--- config.mk ---
export PLATFORM = sky130hd
export DESIGN_NAME = intc_regwin
export DESIGN_NICKNAME = d
export VERILOG_FILES = /design/src/rtl/intc_regwin_pkg.sv /design/src/rtl/intc_regwin_sel.sv /design/src/rtl/intc_regwin_dec.sv /design/src/rtl/intc_regwin_tbl.sv /design/src/rtl/intc_regwin.sv
export SDC_FILE = /design/constraint.sdc
export NUM_CORES = 2
export LEC_CHECK = 0
export CORE_AREA = 2 2 627 629
export CTS_CLUSTER_DIAMETER = 80
export DETAILED_ROUTE_END_ITERATION = 8
export DIE_AREA = 0 0 629 631
export PLACE_DENSITY = 0.41
export SETUP_SLACK_MARGIN = 0.3
export SYNTH_ARGS = -nofsm -noshare
export SYNTH_HDL_FRONTEND = slang
export SYNTH_SLANG_ARGS = --single-unit
--- constraint.sdc ---
create_clock -name clk -period 7.65 [get_ports clk]
set_input_delay 1.1475 -clock clk [delete_from_list [all_inputs] [get_ports clk]]
set_output_delay 1.1475 -clock clk [all_outputs]
set_load 0.02 [all_outputs]
--- src/rtl/intc_regwin_pkg.sv ---
package intc_regwin_pkg;

    typedef enum logic [1:0] {
        RSP_OK    = 2'd0,
        RSP_UNSUP = 2'd1,
        RSP_INVAL = 2'd2
    } rsp_e;

    typedef enum logic [2:0] {
        TGT_NONE,
        TGT_SEL,
        TGT_ID,
        TGT_VER,
        TGT_ARB,
        TGT_TBL
    } tgt_e;

    typedef struct packed {
        tgt_e       tgt;
        logic [7:0] ent;
        logic       hi;
        rsp_e       rsp;
    } dec_t;

    localparam logic [7:0] IDX_ID   = 8'h00;
    localparam logic [7:0] IDX_VER  = 8'h01;
    localparam logic [7:0] IDX_ARB  = 8'h02;
    localparam logic [7:0] IDX_TBL0 = 8'h10;
    localparam logic [7:0] VER_CODE = 8'h11;

    function automatic logic [31:0] ver_word(input int n);
        return {8'h00, 8'(n - 1), 8'h00, VER_CODE};
    endfunction

    function automatic logic [7:0] last_tbl_idx(input int n);
        return 8'(16 + 2 * n - 1);
    endfunction

endpackage

--- src/rtl/intc_regwin_sel.sv ---
module intc_regwin_sel (
    input  logic       clk,
    input  logic       rst,
    input  logic       wr_en,
    input  logic [7:0] wr_val,
    output logic [7:0] sel_q
);
    always_ff @(posedge clk) begin
        if (rst)
            sel_q <= '0;
        else if (wr_en)
            sel_q <= wr_val;
    end
endmodule

--- src/rtl/intc_regwin_dec.sv ---
module intc_regwin_dec
    import intc_regwin_pkg::*;
#(
    parameter int ADDR_W  = 8,
    parameter int NUM_ENT = 24
) (
    input  logic [ADDR_W-1:0] addr,
    input  logic              we,
    input  logic [31:0]       wdata,
    input  logic [7:0]        sel,
    output dec_t              dec
);
    localparam logic [ADDR_W-1:0] OFF_SEL  = '0;
    localparam logic [ADDR_W-1:0] OFF_WIN  = ADDR_W'(16);
    localparam logic [7:0]        IDX_LAST = last_tbl_idx(NUM_ENT);

    always_comb begin
        dec.tgt = TGT_NONE;
        dec.ent = '0;
        dec.hi  = 1'b0;
        dec.rsp = RSP_UNSUP;
        if (addr == OFF_SEL) begin
            if (we && (wdata[31:8] != '0)) begin
                dec.rsp = RSP_INVAL;
            end else begin
                dec.tgt = TGT_SEL;
                dec.rsp = RSP_OK;
            end
        end else if (addr == OFF_WIN) begin
            dec.rsp = RSP_OK;
            if (sel == IDX_ID)
                dec.tgt = TGT_ID;
            else if (sel == IDX_VER)
                dec.tgt = TGT_VER;
            else if (sel == IDX_ARB)
                dec.tgt = TGT_ARB;
            else if ((sel >= IDX_TBL0) && (sel <= IDX_LAST)) begin
                dec.tgt = TGT_TBL;
                dec.ent = (sel - IDX_TBL0) >> 1;
                dec.hi  = sel[0];
            end else
                dec.rsp = RSP_UNSUP;
        end
    end
endmodule

--- src/rtl/intc_regwin_tbl.sv ---
module intc_regwin_tbl #(
    parameter int NUM_ENT = 24
) (
    input  logic                 clk,
    input  logic                 rst,
    input  logic                 wr_en,
    input  logic [7:0]           ent,
    input  logic                 hi,
    input  logic [31:0]          wdata,
    output logic [31:0]          rdata,
    output logic [NUM_ENT*64-1:0] tbl_o
);
    logic [31:0] lo_q [NUM_ENT];
    logic [31:0] hi_q [NUM_ENT];

    always_ff @(posedge clk) begin
        for (int k = 0; k < NUM_ENT; k++) begin
            if (rst) begin
                lo_q[k] <= '0;
                hi_q[k] <= '0;
            end else if (wr_en && (int'(ent) == k)) begin
                if (hi)
                    hi_q[k] <= wdata;
                else
                    lo_q[k] <= wdata;
            end
        end
    end

    always_comb begin
        rdata = '0;
        for (int k = 0; k < NUM_ENT; k++) begin
            if (int'(ent) == k)
                rdata = hi ? hi_q[k] : lo_q[k];
        end
    end

    for (genvar g = 0; g < NUM_ENT; g++) begin : g_exp
        assign tbl_o[g*64 +: 32]      = lo_q[g];
        assign tbl_o[g*64 + 32 +: 32] = hi_q[g];
    end

    // a write never lands outside the table
    p_ent_range_r8: assert property (@(posedge clk) disable iff (rst)
        wr_en |-> (int'(ent) < NUM_ENT));
endmodule

--- src/rtl/intc_regwin.sv ---
module intc_regwin
    import intc_regwin_pkg::*;
#(
    parameter int ADDR_W  = 8,
    parameter int NUM_ENT = 24
) (
    input  logic                  clk,
    input  logic                  rst,
    input  logic                  bus_req,
    input  logic                  bus_we,
    input  logic [ADDR_W-1:0]     bus_addr,
    input  logic [31:0]           bus_wdata,
    output logic [31:0]           bus_rdata,
    output logic [1:0]            bus_rsp,
    output logic [NUM_ENT*64-1:0] redir_tbl
);
    localparam logic [31:0]       VER_WORD = ver_word(NUM_ENT);
    localparam logic [7:0]        IDX_LAST = last_tbl_idx(NUM_ENT);
    localparam logic [ADDR_W-1:0] OFF_SEL  = '0;
    localparam logic [ADDR_W-1:0] OFF_WIN  = ADDR_W'(16);

    dec_t        dec;
    logic [7:0]  sel_q;
    logic [31:0] id_q;
    logic [31:0] tbl_rd;
    logic [31:0] rd_val;
    logic [31:0] rdata_q;
    rsp_e        rsp_q;
    logic        wr_sel, wr_id, wr_tbl;

    intc_regwin_dec #(.ADDR_W(ADDR_W), .NUM_ENT(NUM_ENT)) u_dec (
        .addr  (bus_addr),
        .we    (bus_we),
        .wdata (bus_wdata),
        .sel   (sel_q),
        .dec   (dec)
    );

    assign wr_sel = bus_req && bus_we && (dec.tgt == TGT_SEL);
    assign wr_id  = bus_req && bus_we && (dec.tgt == TGT_ID);
    assign wr_tbl = bus_req && bus_we && (dec.tgt == TGT_TBL);

    intc_regwin_sel u_sel (
        .clk    (clk),
        .rst    (rst),
        .wr_en  (wr_sel),
        .wr_val (bus_wdata[7:0]),
        .sel_q  (sel_q)
    );

    intc_regwin_tbl #(.NUM_ENT(NUM_ENT)) u_tbl (
        .clk   (clk),
        .rst   (rst),
        .wr_en (wr_tbl),
        .ent   (dec.ent),
        .hi    (dec.hi),
        .wdata (bus_wdata),
        .rdata (tbl_rd),
        .tbl_o (redir_tbl)
    );

    always_ff @(posedge clk) begin
        if (rst)
            id_q <= '0;
        else if (wr_id)
            id_q <= bus_wdata;
    end

    always_comb begin
        case (dec.tgt)
            TGT_SEL: rd_val = {24'h0, sel_q};
            TGT_ID:  rd_val = id_q;
            TGT_VER: rd_val = VER_WORD;
            TGT_TBL: rd_val = tbl_rd;
            default: rd_val = '0;
        endcase
    end

    always_ff @(posedge clk) begin
        if (rst) begin
            rdata_q <= '0;
            rsp_q   <= RSP_OK;
        end else if (bus_req) begin
            rsp_q   <= dec.rsp;
            rdata_q <= (!bus_we && (dec.rsp == RSP_OK)) ? rd_val : '0;
        end
    end

    assign bus_rdata = rdata_q;
    assign bus_rsp   = rsp_q;

    // response holds between strobes
    p_rsp_hold_r10: assert property (@(posedge clk) disable iff (rst)
        !bus_req |=> ($stable(bus_rdata) && $stable(bus_rsp)));

    // writes return zero data
    p_wr_zero_r10: assert property (@(posedge clk) disable iff (rst)
        (bus_req && bus_we) |=> (bus_rdata == '0));

    // undecoded bus offsets are refused
    p_bad_off_r2: assert property (@(posedge clk) disable iff (rst)
        (bus_req && (bus_addr != OFF_SEL) && (bus_addr != OFF_WIN))
        |=> (bus_rsp == 2'd1));

    // oversize select keeps the old select
    p_inval_keep_r3: assert property (@(posedge clk) disable iff (rst)
        (bus_req && bus_we && (bus_addr == OFF_SEL) && (bus_wdata[31:8] != '0))
        |=> ($stable(sel_q) && (bus_rsp == 2'd2)));

    // writes to read-only indices are accepted and discarded
    p_ro_write_r7: assert property (@(posedge clk) disable iff (rst)
        (bus_req && bus_we && (bus_addr == OFF_WIN) &&
         ((sel_q == IDX_VER) || (sel_q == IDX_ARB)))
        |=> ($stable(id_q) && $stable(redir_tbl) && (bus_rsp == 2'd0)));

    // unsupported window indices change nothing
    p_unsup_keep_r9: assert property (@(posedge clk) disable iff (rst)
        (bus_req && bus_we && (bus_addr == OFF_WIN) &&
         (((sel_q > IDX_ARB) && (sel_q < IDX_TBL0)) || (sel_q > IDX_LAST)))
        |=> ($stable(id_q) && $stable(redir_tbl) && (bus_rsp == 2'd1)));

    // version read returns the computed word
    p_ver_read_r5: assert property (@(posedge clk) disable iff (rst)
        (bus_req && !bus_we && (bus_addr == OFF_WIN) && (sel_q == IDX_VER))
        |=> (bus_rdata == VER_WORD));
endmodule

==> results.tsv <==
metric	value	unit
cap_violations	0	
synth_adder_area_share	0.0499	%
ys.flop_type	edfxtp_1	
seq_area_frac_synth	63.3	%
area_delta_synth_final	42.5	%
path_clk_slew	0.06	ns
start_util	19.2	%
slew_viol_final	0	
yosysWarnings	0	
cts_sinks	1610	
vias_per_cell	4.82	
drt_iter0_drc	8682	
row_count	230	
tightest_slew	1.40	ns
crit_start	bus_addr[4]	
worst-r2r-setup-slack	1.29	ns
fin_worst_skew	0.0690	ns
fmax	147	MHz
nets	7953	
wl_per_cell	40.8	µm
drc	0	
status	finished clean	
cts_tree	yes	
grt_pass1_wl	686000	µm
synthCells	6294	
synth_area	75200	µm²
via_count	64300	
cp.required	8.49	ns
powerDensity	215	nW/µm²
min_period	6.79	ns
ctsHoldBuffers	0	
syn-num-nets	6341	
coreArea	391000	µm²
cts_made_buffers	211	
layout_common_cells	1580 x clkdlybuf4s50_1, 1554 x and2_1, 1536 x edfxtp_1	
place_hpwl	411000	µm
path_class	in2reg	
slew_headroom	3.68	%
ctsHtreeMaxLevel	4	
cp-start-kind	input port	
r2r_end	bus_rdata[2]	
ant_nets	0	
grt_overflow_total	0	
antenna_found_initial	69	
clk_latency	0.95	ns
root_buffer	clkbuf_16	
portBuffers	1613	
r2r-start	u_sel.sel_q[4]	
hold_viol	0	
muxShareOfSynthArea	6.06	%
grt_usage	26.2	%
cp_data_arrival_time	7.64	ns
leakage	36.3	nW
place_congestion	0.921	
yosys_register_bits	1610	
critPathMaxFanout	47	
synth_xor_area_share	0	%
vdd_drop_max	0.000189	V
cp-endpoint	bus_rdata[2]	
die-area	397000	µm²
worstSetupEndpointType	flop	
grt_pass1_vias	61800	
finalSetupTns	0	ns
yosys.area_share.simple	19.2	%
rsz0062_at_grt	false	
synthArstFlopShare	0	%
synth_edf_count	1536	
synth_area_per_cell	11.9	µm²
fp.dieW	629	µm
boundaryPins	1614	
totalWireLength	544000	µm
clk_path_buf_depth	4	
synth.distinct_cells	67	
post-route-period-util	88.8	%
die_h	631	µm
power	0.0231	W
layout_commonest_cell	clkdlybuf4s50_1	
synth_top_family_by_area	simple AND/OR/NAND/NOR gates	
drive_gt1_share	11.4	%
synth-compound-area-share	8.06	%
grt_max_degree	91	
ctsResizeCount	0	
cts_setup_buffers	0	
min-delay-path-class	reg2reg	
r2r_cells	12	
setup_viol	0	
drt_first_pass_iters	6	
-- final cells by class --
type                            count  area (µm²)
Fill cell                       40600      284000
Sequential cell                  1610       47600
Multi-Input combinational cell   4085       26500
Timing Repair Buffer             1988       19800
Tap cell                         5220        6530
Clock buffer                      265        5570
Clock inverter                    116        1110
Antenna cell                       35        87.6
Inverter                           10        42.5
-- logic make-up (layout without fill, tap and decap cells) --
kind of cell / Yosys count / after routing
other: 0 / 35
buffers and inverters: 599 / 2379
adders and majority gates: 3 / 3
muxes: 452 / 452
DFF: 1610 / 1610
AOI/OAI and AO/OA: 965 / 965
and+or+nand+nor: 2665 / 2665
-- per-layer routing --
metal / global-route usage (%) / up-vias / share of wire [%]
li1: - / 25900 / -
met1: 32.5 / 33600 / 39
met2: 44.6 / 4083 / 48
met3: 5.19 / 729 / 8.0
met4: 10.7 / 10 / 5.0
met5: 0 / - / 0.011
-- power by group --
group | internal (W) | switching [W]
Clock | 0.00564 | 0.00436
Sequential | 0.0101 | 0.000489
Combinational | 0.000853 | 0.00167
-- worst max-delay path, cell delays in order --
cell and delay [ns]:
clkdlybuf4s50_1 0.94, nor4b_1 0.70, buf_4 0.27, and2_1 0.39, and4_4 0.39, buf_4 0.24
buf_4 0.70, mux2i_1 1.20, o22ai_1 0.16, nor4_1 1.13, or3_1 0.22, a21oi_1 0.06
-- through the flow --
stage	area [µm²]	setup WS [ns]	util (%)	instances	hold WS (ns)
floorplan	75200	1.54	-	6294	0.433
global placement	100000	0.156	25.7	12900	0.439
detailed placement	100000	0.147	25.7	12900	0.444
CTS	107000	1.15	27.4	13300	0.452
global route	107000	0.870	27.4	13300	0.463
finish	107000	0.857	27.4	13300	0.451
-- Yosys cell counts (all sizes together) (74+ instances only) --
master  instances  area [µm²]
and2         1554        9720
edfxtp       1536       46100
nand2         630        2370
clkbuf        487        1830
mux2i         425        4250
a21oi         290        1450
nor2          253         952
o21ai         198         991
buf           102         631
o22ai          96         601
a31oi          83         519
dfxtp          74        1480
-- worst min-delay path by stage --
stage              from        to  cells past startpoint
2_1_floorplan   id_q[0]   id_q[0]                      2
3_3_place_gp   id_q[18]  id_q[18]                      2
3_5_place_dp   id_q[18]  id_q[18]                      2
4_1_cts        id_q[18]  id_q[18]                      2
5_1_grt        id_q[16]  id_q[16]                      2
6_report       id_q[18]  id_q[18]                      2
-- flip-flops by register name, summed over array words and instances (netlist names) --
signal	flops
u_tbl.hi_q	768
u_tbl.lo_q	768
bus_rdata	32
id_q	32
u_sel.sel_q	8
bus_rsp	2
(Power assumes the default switching activity.)
